`src/rtl/mseq_pkg.sv`:
```
package mseq_pkg;

    typedef enum logic [1:0] {
        OP_DLY = 2'b00,
        OP_JMP = 2'b01,
        OP_STB = 2'b10,
        OP_RSV = 2'b11
    } op_e;

    typedef struct packed {
        op_e        op;
        logic [3:0] spare;
        logic [1:0] hi;
    } opbyte_t;

    typedef enum logic {
        SQ_RUN  = 1'b0,
        SQ_WAIT = 1'b1
    } sq_state_e;

    localparam int TGT_W = 10;

    function automatic logic [TGT_W-1:0] jump_target(opbyte_t ob, logic [7:0] imm);
        return {ob.hi, imm};
    endfunction

endpackage

```
`src/rtl/mseq_tick.sv`:
```
module mseq_tick #(
    parameter int FAST_DIV = 4,
    localparam int CW = (FAST_DIV > 2) ? $clog2(FAST_DIV) : 1
) (
    input  logic clk,
    input  logic rst,
    output logic fast_tick
);
    logic [CW-1:0] cnt;

    assign fast_tick = (cnt == CW'(FAST_DIV - 1));

    always_ff @(posedge clk) begin
        if (rst)            cnt <= '0;
        else if (fast_tick) cnt <= '0;
        else                cnt <= cnt + 1'b1;
    end
endmodule

```
`src/rtl/mseq_wdog.sv`:
```
module mseq_wdog #(
    parameter int TMO_W = 16
) (
    input  logic             clk,
    input  logic             rst,
    input  logic             exec_tick,
    input  logic             restart,
    input  logic [TMO_W-1:0] load,
    input  logic             flag_clr,
    output logic             expire,
    output logic             flag
);
    logic [TMO_W-1:0] cnt;
    logic             armed;

    always_ff @(posedge clk) begin
        if (rst) begin
            cnt    <= '0;
            armed  <= 1'b0;
            expire <= 1'b0;
        end else begin
            expire <= 1'b0;
            if (restart) begin
                cnt   <= load;
                armed <= (load != '0);
            end else if (exec_tick && armed) begin
                if (cnt == TMO_W'(1)) begin
                    expire <= 1'b1;
                    armed  <= 1'b0;
                end
                cnt <= cnt - 1'b1;
            end
        end
    end

    always_ff @(posedge clk) begin
        if (rst)           flag <= 1'b0;
        else if (expire)   flag <= 1'b1;
        else if (flag_clr) flag <= 1'b0;
    end
endmodule

```
`src/rtl/mseq_core.sv`:
```
module mseq_core
    import mseq_pkg::*;
#(
    parameter int ROM_DEPTH = 544,
    localparam int AW = $clog2(ROM_DEPTH)
) (
    input  logic          clk,
    input  logic          rst,
    input  logic          fast_tick,
    input  logic          expire,
    input  logic [7:0]    rom_data,
    output logic [AW-1:0] pc,
    output logic [7:0]    strobe,
    output logic          exec_tick,
    output logic          seq_wait,
    output logic          dec_pend
);
    localparam logic [AW-1:0] LAST = AW'(ROM_DEPTH - 1);

    sq_state_e        state;
    logic             phase;
    logic [7:0]       ir_op;
    logic [7:0]       ir_imm;
    logic [7:0]       dly;
    opbyte_t          ob;
    logic [TGT_W-1:0] tgt;
    logic [AW-1:0]    pc_inc;
    logic [AW-1:0]    pc_jmp;

    assign ob        = opbyte_t'(ir_op);
    assign tgt       = jump_target(ob, ir_imm);
    assign pc_inc    = (pc == LAST) ? '0 : pc + 1'b1;
    assign pc_jmp    = (int'(tgt) >= ROM_DEPTH) ? '0 : AW'(tgt);
    assign exec_tick = fast_tick && phase;
    assign seq_wait  = (state == SQ_WAIT);

    always_ff @(posedge clk) begin
        if (rst) begin
            pc       <= '0;
            phase    <= 1'b0;
            ir_op    <= '0;
            ir_imm   <= '0;
            dly      <= '0;
            state    <= SQ_RUN;
            dec_pend <= 1'b0;
            strobe   <= '0;
        end else if (expire) begin
            pc       <= '0;
            phase    <= 1'b0;
            state    <= SQ_RUN;
            dec_pend <= 1'b0;
            strobe   <= '0;
        end else begin
            strobe   <= '0;
            dec_pend <= 1'b0;
            if (fast_tick) begin
                phase <= ~phase;
                if (state == SQ_RUN) begin
                    pc <= pc_inc;
                    if (!phase) begin
                        ir_op <= rom_data;
                    end else begin
                        ir_imm   <= rom_data;
                        dec_pend <= 1'b1;
                    end
                end else if (phase) begin
                    if (dly == 8'd1) state <= SQ_RUN;
                    dly <= dly - 1'b1;
                end
            end
            if (dec_pend) begin
                unique case (ob.op)
                    OP_JMP: pc     <= pc_jmp;
                    OP_STB: strobe <= ir_imm;
                    OP_DLY: begin
                        if (ir_imm != 8'd0) begin
                            state <= SQ_WAIT;
                            dly   <= ir_imm;
                        end
                    end
                    default: ;
                endcase
            end
        end
    end
endmodule

```
`src/rtl/mseq_top.sv`:
```
module mseq_top
    import mseq_pkg::*;
#(
    parameter int ROM_DEPTH = 544,
    parameter int FAST_DIV  = 4,
    parameter int TMO_W     = 16,
    localparam int AW = $clog2(ROM_DEPTH)
) (
    input  logic             clk,
    input  logic             rst,
    output logic [AW-1:0]    rom_addr,
    input  logic [7:0]       rom_data,
    output logic [7:0]       ctl_strobe,
    input  logic             tmo_restart,
    input  logic [TMO_W-1:0] tmo_load,
    input  logic             flag_clr,
    output logic             recon_flag
);
    logic fast_tick;
    logic exec_tick;
    logic wd_expire;
    logic seq_wait;
    logic dec_pend;

    mseq_tick #(.FAST_DIV(FAST_DIV)) u_tick (
        .clk       (clk),
        .rst       (rst),
        .fast_tick (fast_tick)
    );

    mseq_core #(.ROM_DEPTH(ROM_DEPTH)) u_core (
        .clk       (clk),
        .rst       (rst),
        .fast_tick (fast_tick),
        .expire    (wd_expire),
        .rom_data  (rom_data),
        .pc        (rom_addr),
        .strobe    (ctl_strobe),
        .exec_tick (exec_tick),
        .seq_wait  (seq_wait),
        .dec_pend  (dec_pend)
    );

    mseq_wdog #(.TMO_W(TMO_W)) u_wdog (
        .clk       (clk),
        .rst       (rst),
        .exec_tick (exec_tick),
        .restart   (tmo_restart),
        .load      (tmo_load),
        .flag_clr  (flag_clr),
        .expire    (wd_expire),
        .flag      (recon_flag)
    );
endmodule

```
`config.mk`:
```
export PLATFORM = sky130hd
export DESIGN_NAME = mseq_top
export DESIGN_NICKNAME = d
export VERILOG_FILES = /design/src/rtl/mseq_pkg.sv /design/src/rtl/mseq_tick.sv /design/src/rtl/mseq_wdog.sv /design/src/rtl/mseq_core.sv /design/src/rtl/mseq_top.sv
export SDC_FILE = /design/constraint.sdc
export NUM_CORES = 1
export LEC_CHECK = 0
export ABC_AREA = 1
export BUFFER_PORTS_ARGS = -buffer_cell sky130_fd_sc_hd__buf_2
export CORE_MARGIN = 5
export CORE_UTILIZATION = 40
export DETAILED_ROUTE_END_ITERATION = 8
export GPL_ROUTABILITY_DRIVEN = 0
export SLEW_MARGIN = 20
export SYNTH_ARGS = -nofsm -noshare
export SYNTH_HDL_FRONTEND = slang
export SYNTH_SLANG_ARGS = --single-unit
```
`constraint.sdc`:
```
create_clock -name clk -period 1.6 [get_ports clk]
set_input_delay 0.4 -clock clk [delete_from_list [all_inputs] [get_ports clk]]
set_output_delay 0.4 -clock clk [all_outputs]
set_load 0.05 [all_outputs]
```
== Yosys cells after proc, flatten, opt, wreduce, memory -nomap -nowiden ==
Index checks and enable logic that the tools add are counted.

* Add/sub/neg operators: 4
* Magnitude comparators: 1
* Eq/ne operators: 6
* Mux-type cells: 28
* Bitwise operators: 7
* Reductions and logical operators: 16

{| class="wikitable"
|+ Operator list
! kind !! count
|-
| 10-bit 2-to-1 mux || 6
|-
| 8-bit 2-to-1 mux || 6
|-
| 16-bit 2-to-1 mux || 2
|-
| 16-bit by 1-bit == test with 1-bit output (second input constant) || 1
|-
| 16-bit nonzero test || 1
|-
| 16-bit by 1-bit subtractor with 16-bit output (second input constant) || 1
|-
| 1-bit 2-to-1 mux || 14
|-
| 10-bit by 1-bit adder with 10-bit output (second input constant) || 1
|-
| 10-bit == test (second input constant) || 1
|-
| 10-bit greater-or-equal comparator (second input constant) || 1
|-
| 8-bit by 1-bit == test with 1-bit output (second input constant) || 1
|-
| 4-bit AND reduction || 2
|-
| 8-bit nonzero test || 1
|-
| 4-bit OR reduction || 2
|-
| 8-bit by 1-bit subtractor with 8-bit output (second input constant) || 1
|-
| 1-bit NOT || 7
|-
| 2-bit nonzero test || 3
|-
| 2-bit == test (second input constant) || 2
|-
| 2-bit OR reduction || 2
|-
| 3-bit OR reduction || 1
|-
| 2-bit by 1-bit adder with 2-bit output (second input constant) || 1
|-
| 2-bit by 1-bit == test with 1-bit output (second input constant) || 1
|-
| 1-bit logical AND || 2
|-
| 2-bit logical NOT || 1
|-
| 2-bit AND reduction || 1
|}

* Flip-flop bits (word level): 66
* Input port bits: 28
* Output and inout port bits: 19
* Word-level logic and storage cells: 75

== Logic depth before layout (Yosys ltp) ==
Gate-level depths: netlist (run 1).

* Word-level depth: 8
* Mapped depth: 10
* Depth with buffers taken out: 10

== Modules after synthesis ==
Synthesis (run 1) repeated with hierarchy kept, for this count alone.

* Cells, all modules: 522
* Area total of the unflattened synthesis: 3412.0 um^2

{| class="wikitable"
|+ Modules (own cells, without submodules)
! module !! instances !! cells an instance !! area each (um^2) !! sequential area each (um^2)
|-
| mseq_core || 1 || 302 || 2073.2 || 820.8
|-
| mseq_wdog || 1 || 211 || 1263.7 || 380.4
|-
| mseq_tick || 1 || 9 || 75.1 || 40.0
|}

== Worst setup path before layout (run 1) ==
No wires, ideal clock.

* Kind: register to register
* From: reg u_core.pc[0]
* To: reg u_core.pc[6]
* Arrival time: 1.584 ns
* Slack: -0.054 ns
* Cell stages (with the launch flop): 8
* Buffers on the path: 0
* Path through: dfxtp_1 > ha_1 > nand2_1 > nor2_1 > inv_1 > o21ai_0 > nand3_1 > a21oi_1

* Cells in the longest elaborated chain, start to end: 6
* Elaborated cells between the ends (all ways): 7
* Classes of those cells: 1 x add/sub; 1 x eq/ne; 5 x mux

{| class="wikitable"
|+ Ends and longest elaborated chain
! element !! line !! RTL
|-
| start, declared || mseq_core.sv:12 || <nowiki>output logic [AW-1:0] pc,</nowiki>
|-
| start signal, assigned || mseq_core.sv:59 || <nowiki>pc <= pc_inc;</nowiki>
|-
| start signal, assigned || mseq_core.sv:73 || <nowiki>OP_JMP: pc <= pc_jmp;</nowiki>
|-
| 10-bit by 1-bit adder with 10-bit output / 10-bit == test (equally long branches) || mseq_core.sv:32 || <nowiki>assign pc_inc = (pc == LAST) ? '0 : pc + 1'b1;</nowiki>
|-
| 10-bit 2-to-1 mux * || mseq_core.sv:32 ||
|-
| 10-bit 2-to-1 mux * || mseq_core.sv:58 || <nowiki>if (state == SQ_RUN) begin</nowiki>
|-
| 10-bit 2-to-1 mux * || mseq_core.sv:56 || <nowiki>if (fast_tick) begin</nowiki>
|-
| 10-bit 2-to-1 mux || mseq_core.sv:72 || <nowiki>unique case (ob.op)</nowiki>
|-
| 10-bit 2-to-1 mux * || mseq_core.sv:71 || <nowiki>if (dec_pend) begin</nowiki>
|}

Every way passes the cells marked *; elsewhere a longest branch is shown, timed or not.
A chain may end at the register's enable or synchronous reset.

== Worst setup path after layout (run 1) ==
* From: reg u_core.pc[3]
* To: out rom_addr[3]

{| class="wikitable"
|+ RTL lines
! element !! line !! RTL
|-
| end, declared || mseq_top.sv:11 || <nowiki>output logic [AW-1:0] rom_addr,</nowiki>
|}

No word-level cell between the ends.

==> results of run 1 <==
-- sequential cells by signal (all words and copies together), names as in the netlist --
signal           cells
u_wdog.armed         1
u_wdog.expire        1
u_core.pc           10
u_core.seq_wait      1
u_wdog.flag          1
u_core.dly           8
u_core.ir_op         4
u_core.phase         1
u_core.dec_pend      1
u_core.strobe        8
u_core.ir_imm        8
u_wdog.cnt          16
u_tick.cnt           2
-- path summary, 6_finish.rpt --
kind / start / endpoint / slack (ns) / cells after the start
worst min register to register: u_tick.cnt[0]$_SDFF_PP0_ / u_tick.cnt[0]$_SDFF_PP0_ / 0.43 / 1
worst min-delay path: flag_clr / u_wdog.flag$_SDFFE_PP0P_ / 0.28 / 4
worst max-delay path: u_core.pc[3]$_SDFF_PP0_ / rom_addr[3] / 0.11 / 1
worst max register to register: u_tick.cnt[0]$_SDFF_PP0_ / u_core.dly[3]$_SDFFE_PP0N_ / 0.15 / 7
-- area by class of cell --
cell class	instances	area (sq um)	area share, %
Inverter	82	310	7.85
Multi-Input combinational cell	341	1710	43.4
Tap cell	105	131	3.32
Clock buffer	9	124	3.13
Clock inverter	7	77.6	1.96
Sequential cell	62	1240	31.5
Timing Repair Buffer	60	352	8.90
-- worst register-to-register path: stages, from the launching register on --
cell,delay [ns]
sky130_fd_sc_hd__dfxtp_1,0.34
sky130_fd_sc_hd__ha_2,0.20
sky130_fd_sc_hd__buf_6,0.13
sky130_fd_sc_hd__nand4_1,0.16
sky130_fd_sc_hd__nor2_2,0.23
sky130_fd_sc_hd__xor2_1,0.16
sky130_fd_sc_hd__nand2_1,0.06
sky130_fd_sc_hd__a21oi_1,0.12
-- metrics by stage --
| stage | hold slack (ns) | setup WS [ns] | utilization [%] |
|---|---|---|---|
| final | 0.278 | 0.111 | 48.8 |
| after floorplan | 0.404 | 0.0880 | - |
| after detailed placement | 0.424 | 0.109 | 45.5 |
| after CTS | 0.264 | 0.0949 | 48.0 |
| after global placement | 0.412 | 0.142 | 45.5 |
| after global routing | 0.281 | 0.0163 | 48.8 |
-- metal layers --
| metal | up-vias | track usage [%] |
|---|---|---|
| li1 | 1743 | - |
| met5 | - | 0 |
| met1 | 1523 | 22.7 |
| met4 | 0 | 7.88 |
| met3 | 12 | 3.96 |
| met2 | 71 | 30.8 |
-- cells in the mapped netlist --
cell	n	area share, %
sky130_fd_sc_hd__xnor2_1	2	0.54
sky130_fd_sc_hd__nor3b_1	1	0.23
sky130_fd_sc_hd__nand4_1	12	2.3
sky130_fd_sc_hd__a21oi_1	46	7.1
sky130_fd_sc_hd__clkinv_1	1	0.11
sky130_fd_sc_hd__nand3_1	46	7.1
sky130_fd_sc_hd__ha_1	6	2.3
sky130_fd_sc_hd__a31oi_1	6	1.1
sky130_fd_sc_hd__nand2_2	3	0.57
sky130_fd_sc_hd__clkbuf_1	5	0.57
sky130_fd_sc_hd__buf_2	4	0.61
sky130_fd_sc_hd__nor3_2	1	0.31
sky130_fd_sc_hd__o21a_1	1	0.23
sky130_fd_sc_hd__o31ai_1	1	0.23
sky130_fd_sc_hd__nand3_2	1	0.31
sky130_fd_sc_hd__o21ai_0	44	6.7
sky130_fd_sc_hd__nor2_2	3	0.57
sky130_fd_sc_hd__a21oi_2	1	0.27
sky130_fd_sc_hd__o22ai_1	5	0.96
sky130_fd_sc_hd__nor3_1	12	1.8
sky130_fd_sc_hd__xor2_1	5	1.3
sky130_fd_sc_hd__inv_2	3	0.34
sky130_fd_sc_hd__nand2_1	87	10
sky130_fd_sc_hd__nand3b_1	1	0.23
sky130_fd_sc_hd__inv_1	78	9.0
sky130_fd_sc_hd__dfxtp_1	62	38
sky130_fd_sc_hd__nor2_1	56	6.4
sky130_fd_sc_hd__a211oi_1	1	0.23
sky130_fd_sc_hd__buf_4	2	0.46
-- kinds of logic (layout without fill, tap and decap cells) --
| logic type | Yosys count | after routing | share of synthesized area, % |
|---|---|---|---|
| compound gates | 105 | 105 | 16.9 |
| xor+xnor | 7 | 7 | 1.88 |
| fa+ha+maj | 6 | 6 | 2.30 |
| buf+inv | 93 | 158 | 11.1 |
| flops | 62 | 62 | 38.0 |
| simple gates | 223 | 223 | 29.9 |
-- report_power, final --
| group | internal [W] | leakage, nW | total (W) | switching, W |
|---|---|---|---|---|
| Sequential | 0.00159 | 0.505 | 0.00163 | 0.0000417 |
| Clock | 0.000735 | 0.101 | 0.00146 | 0.000721 |
| Combinational | 0.000150 | 1.13 | 0.000396 | 0.000247 |
-- what timing repair did --
item,in CTS,in global routing
setup buffers,0,1
endpoints found under the hold margin,0,0
setup endpoints to repair,0,18
gates resized for setup,0,17
hold buffers,0,0
==> results list, run 1 <==
- Number of nets in the finished design: 590
* Count of port buffers added during placement: 46
- Actual transition at the worst max-transition pin: 0.482 ns
- DP HPWL: 6560 um
- Leakage power summed over all cells: 1.73 nW
- The die is 100 um tall.
- Worst voltage drop across the vdd grid: 0.000365 V
- Power comes to 0.00348 W.
* Mapped Avg Cell Area: 6.58 sq um
- Die outline area: 0.0101 sq mm
- The first global-routing pass estimated 14600 um of wire.
- Largest incremental delay on the critical path: 0.43 ns
* Worst slew slack as a fraction of its limit: 67.7%
- Result of the run: complete, no violations
- The worst setup path is launched from a register.
- Fraction of final layout cells sized beyond drive strength 1: 17.8%
- Once the floorplan was initialized, standard cells occupied 40.3% of the core.
* Total I/O pin count: 47
- Yosys warning total: 0
- Detailed route wirelength on metal2: 4240 um
- Top layer used by detailed routing: met4
* Layout overhead on the synthesized area: 21.0%
- The repair_antennas step left the layout with diodes totalling 0.
- Clock tree synthesis inserted a total of 9 buffers.
- Total of endpoints with negative setup slack in the final report: 0
* Wirelength per Cell: 13.3 um
* Root buffer cell: sky130_fd_sc_hd__clkbuf_8
- After detailed routing, the total wire length is 8840 um.
- The number of antenna violations at the first check in global routing is 0.
* Period utilisation layout: 93.1%
- Post-route ant nets: 0
- Pre-Repair DR Iteration Count: 5
- Peak fanout along the critical path: 5
- The largest individual stage delay along the critical path comes from the cell sky130_fd_sc_hd__dfxtp_1.
- The worst setup path is of the reg -> out kind.
- STA classifies the critical path endpoint as a primary output.
- For this run, the total global-route usage over all layers was measured as 18.4%.
- After synthesis the cells add up to 0.00326 sq mm.
* Post-synthesis sequential element count: 62
- Worst Clk Skew: 0.0103 ns
- Entering global routing, the biggest net connects 21 pins.
- The later pin in the worst-skew pair is clocked with a latency of 0.36 ns.
* TritonCTS sink count: 62
- Clock-pin slew was measured on the worst setup and hold paths at 0.08 ns.
- In this run the power density over the cells is 881 mW/mm^2.
- Number of instances in the synthesized netlist: 496
- Summed over all nets, wire length on met3 after detailed routing comes to 401 um.
- X dimension of the die: 100 um
- Based on the critical path, the design can be clocked at up to 0.671 GHz.
- Type of the worst min-delay path: in -> reg
- The routed layout has 3349 vias.
* Cell count after placement: 649
- Final Hold Vio Count: 0
- Crit path DAT: 1.09 ns
* Drc violations: 0
* Via density per instance: 5.03
- Worst Path Required: 1.20 ns
- Number of filler instances in the final layout: 866
* Max-capacitance violation count: 0
- Critical path buffer and inverter count: 1
- Setup repair after global routing left no endpoint under its margin.
- The via count of the first global-routing pass is 3129.
- Fraction of the yosys area taken by sequential cells: 38.0%
* Placeable core area: 0.00809 sq mm
- For this block, wires on met1 add up to 4020 um.
- Leaving out fill and tap cells, the most frequent cell in the layout is sky130_fd_sc_hd__nand2_1.
* Std cell rows: 33
* Number of non-filler instances in the completed layout: 666
* Top library cells by usage in the layout, fill and taps aside: sky130_fd_sc_hd__nand2_1 (86), sky130_fd_sc_hd__inv_1 (77), sky130_fd_sc_hd__dfxtp_1 (60)
* Number of distinct library cells after synthesis: 29
- TritonCTS clock tree: done
- CTS built an H-tree with a depth of 3.
- The clock passes through at most 2 buffers.
- Post-route setup TNS: 0 ns
- Final Instance Area: 0.00395 sq mm
* Max Transition Viols Final: 0
- Total congestion overflow after global routing: 0
* Final worst path period need: 1.49 ns
* DR iter-0 viols: 166
- Cell area after placement: 0.00368 sq mm
* Ordered list of cells on the worst path: buf_2
* Net Count, Synth: 530
* Largest delay contributor family on the critical path: flip-flops
No activity file was read; power rests on OpenSTA's default activity.
==> run 2: changes to the inputs <==
==> constraint.sdc (replaced) <==
create_clock -name clk -period 1.65 [get_ports clk]
set_input_delay 0.4125 -clock clk [delete_from_list [all_inputs] [get_ports clk]]
set_output_delay 0.4125 -clock clk [all_outputs]
set_load 0.05 [all_outputs]
==> run 2 against run 1 <==
Clock skew increased by 0.0021 ns. Die area did not move. Wire length up 0.74%. Sequential cell count is the same. Setup slack improved by 0.011 ns. First-iteration DRC count is 6.6% higher. Global-route usage decreased by 0.35 points. Cell count fell by 0.75%. Sequential power shrank 3%. Register-to-register slack lost 0.03 ns. Critical path type is now reg -> reg. Largest power group is now the clock network.
==> results list, run 2 (synthesis results as in run 1) <==
- Peak fanout along the critical path: 11
* Critical Setup Path Class: reg -> reg
- Pre-Repair DR Iteration Count: 4
* Wirelength per Cell: 13.5 um
- Cell area after placement: 0.00365 sq mm
* Post-route ant nets: 0
* DR iter-0 viols: 177
- Result of the run: complete, no violations
- Of the available clock period, the critical path in the final layout requires 92.6%.
- Standard cell with the maximum stage delay on the critical path: sky130_fd_sc_hd__dfxtp_1
- GRT Total Usage: 18.0%
- TritonCTS sink count: 62
- Summed over all layers, the routed wires come to 8900 um.
- Combinational fraction of design power: 10.2%
* Initial core utilization: 40.3%
* Number of buffers created by CTS: 9
* # diodes: 0
* Final Hold Vio Count: 0
- Largest net degree at the start of global routing: 21
- The die covers 0.0101 sq mm.
- The initialized floorplan defines 33 standard-cell rows.
* Internal portion of total power: 0.00268 W
- For this run, design rule violations remaining after detail routing come to 0.
- Top library cells by usage in the layout, fill and taps aside: sky130_fd_sc_hd__nand2_1 (87), sky130_fd_sc_hd__inv_1 (77), sky130_fd_sc_hd__dfxtp_1 (61)
* Y dimension of the die: 100 um
* Ordered list of cells on the worst path: ha_1 -> buf_4 -> nand2_4 -> nor2_1 -> a21oi_2 -> nand3_1 -> a21oi_1
- Most common cell after layout, fill and taps aside: sky130_fd_sc_hd__nand2_1
- H-tree levels: 3
* Worst Path Required: 1.91 ns
- For the pin with the worst max-slew slack, the measured transition is 0.484 ns.
* Clk Latency, worst-skew pair: 0.34 ns
* Registers with the most flip-flops: u_wdog.cnt x16, u_core.pc x10
* Number of antenna violations at the first check in global routing: 0
- In this run the power spent charging and discharging nets is 0.000937 W.
* Register ranked first by flip-flop count: u_wdog.cnt
- In this run switching power makes up 25.9% of total power.
- Subtracting the final worst setup slack from the clock period gives 1.53 ns.
- Count of port buffers added during placement: 46
- Final standard cell utilization of the core: 48.5%
- Critical path buffer and inverter count: 1
* Crit path DAT: 1.79 ns
- Fraction of final layout cells sized beyond drive strength 1: 15.5%
* X dimension of the die: 100 um
* Element type at the critical path start: register
- For this design the top-level I/O count stands at 47.
- Of the total power, the clock network draws 46.2%.
* Pwr per Cell Area: 923 mW/mm^2
- Worst voltage drop across the vdd grid: 0.000527 V
- Global-route wire length before repair: 14500 um
- The via count of the first global-routing pass is 3134.
- Worst Clk Skew: 0.0124 ns
- The completed layout was analyzed and its total power is 0.00362 W.
- Once the clock tree was built, the resizer swapped 0 gates to a different size.
* Number of nets in the finished design: 585
- Setup violations remaining at the end of the flow were counted as 0.
* CTS Buffer Depth: 2
- The count of pins over their slew limit was 0.
- Summed over all layers, the global routing overflow is 0.
* DP HPWL: 6660 um
- The cell family contributing the most delay on the critical path is compound AO/OA/AOI/OAI gates.
* Clock transition at the register clock pins on the worst setup and hold paths after CTS: 0.08 ns
- Worst slew slack as a fraction of its limit: 67.6%
* Largest incremental delay on the critical path: 0.32 ns
* Max-capacitance violation count: 0
- Leakage power summed over all cells: 1.72 nW
- Number of buffers added to fix hold violations after cts: 0
* Critical path endpoint category: register
- Final Instance Area: 0.00392 sq mm
- Using the TritonRoute via totals, the vias-per-cell ratio works out to 5.06.
* Placeable core area: 0.00809 sq mm
- Layout overhead on the synthesized area: 20.2%
- Sequential cells account for 43.6% of the total power.
- Number of filler instances in the final layout: 861
- Largest register FFs: 16
- Via Count: 3344
- TritonCTS clock tree: done
- Root buffer cell: sky130_fd_sc_hd__clkbuf_8
- FMAX: 0.654 GHz
- Unrepaired setup endpoints after global routing: true
- Type of the worst min-delay path: in -> reg
* Setup repair bufs after CTS: 0
-- run 2: path summary, 6_finish.rpt --
path,startpoint,end,slack (ns),cells after the start
max reg2reg,u_tick.cnt[0]$_SDFF_PP0_,u_core.pc[5]$_SDFF_PP0_,0.12,7
min,flag_clr,u_wdog.flag$_SDFFE_PP0P_,0.31,4
max,u_tick.cnt[0]$_SDFF_PP0_,u_core.pc[5]$_SDFF_PP0_,0.12,7
min reg2reg,u_tick.cnt[0]$_SDFF_PP0_,u_tick.cnt[0]$_SDFF_PP0_,0.44,1
-- run 2: layer usage --
| layer | wire length, um | global-route usage [%] | part of all wire [%] | vias to the layer above |
|---|---|---|---|---|
| met1 | 4030 | 22.4 | 45 | 1528 |
| li1 | - | - | - | 1727 |
| met2 | 4340 | 30.8 | 49 | 77 |
| met4 | 135 | 7.67 | 1.5 | 0 |
| met5 | 0 | 0 | 0 | - |
| met3 | 393 | 2.99 | 4.4 | 12 |
-- run 2: layout make-up --
| class | instances | area [sq um] | share of cell area (%) |
|---|---|---|---|
| tap | 105 | 131 | 3.35 |
| timing repair buffer | 55 | 310 | 7.91 |
| sequential | 62 | 1240 | 31.7 |
| inverter | 82 | 310 | 7.91 |
| clock inverter | 7 | 120 | 3.06 |
| clock buffer | 9 | 124 | 3.16 |
| multi-input combinational | 341 | 1680 | 42.9 |
-- run 2: power by group through the flow --
stage,registers (W),logic (W),clock network (W)
2_1_floorplan,0.00161,0.000240,0
3_3_place_gp,0.00161,0.000356,0
3_5_place_dp,0.00161,0.000361,0
4_1_cts,0.00158,0.000362,0.00170
5_1_grt,0.00159,0.000422,0.00176
6_report,0.00158,0.000369,0.00167
-- run 2: worst reg2reg max path, delay by kind of cell (launching register included) --
family | cells | cell delay, ns
buffers and inverters | 1 | 0.18
adders and majority gates | 1 | 0.21
and+or+nand+nor | 3 | 0.32
AOI/OAI and AO/OA | 2 | 0.43
DFF | 1 | 0.32
-- run 2: through the flow --
| stage | hold slack [ns] | cells | setup TNS, ns | worst slack [ns] |
|---|---|---|---|---|
| floorplan | 0.404 | 496 | 0 | 0.00687 |
| global placement | 0.413 | 645 | 0 | 0.160 |
| detailed placement | 0.427 | 645 | 0 | 0.0897 |
| CTS | 0.304 | 661 | 0 | 0.0589 |
| global route | 0.313 | 661 | -0.0176 | -0.0116 |
| finish | 0.314 | 661 | 0 | 0.122 |
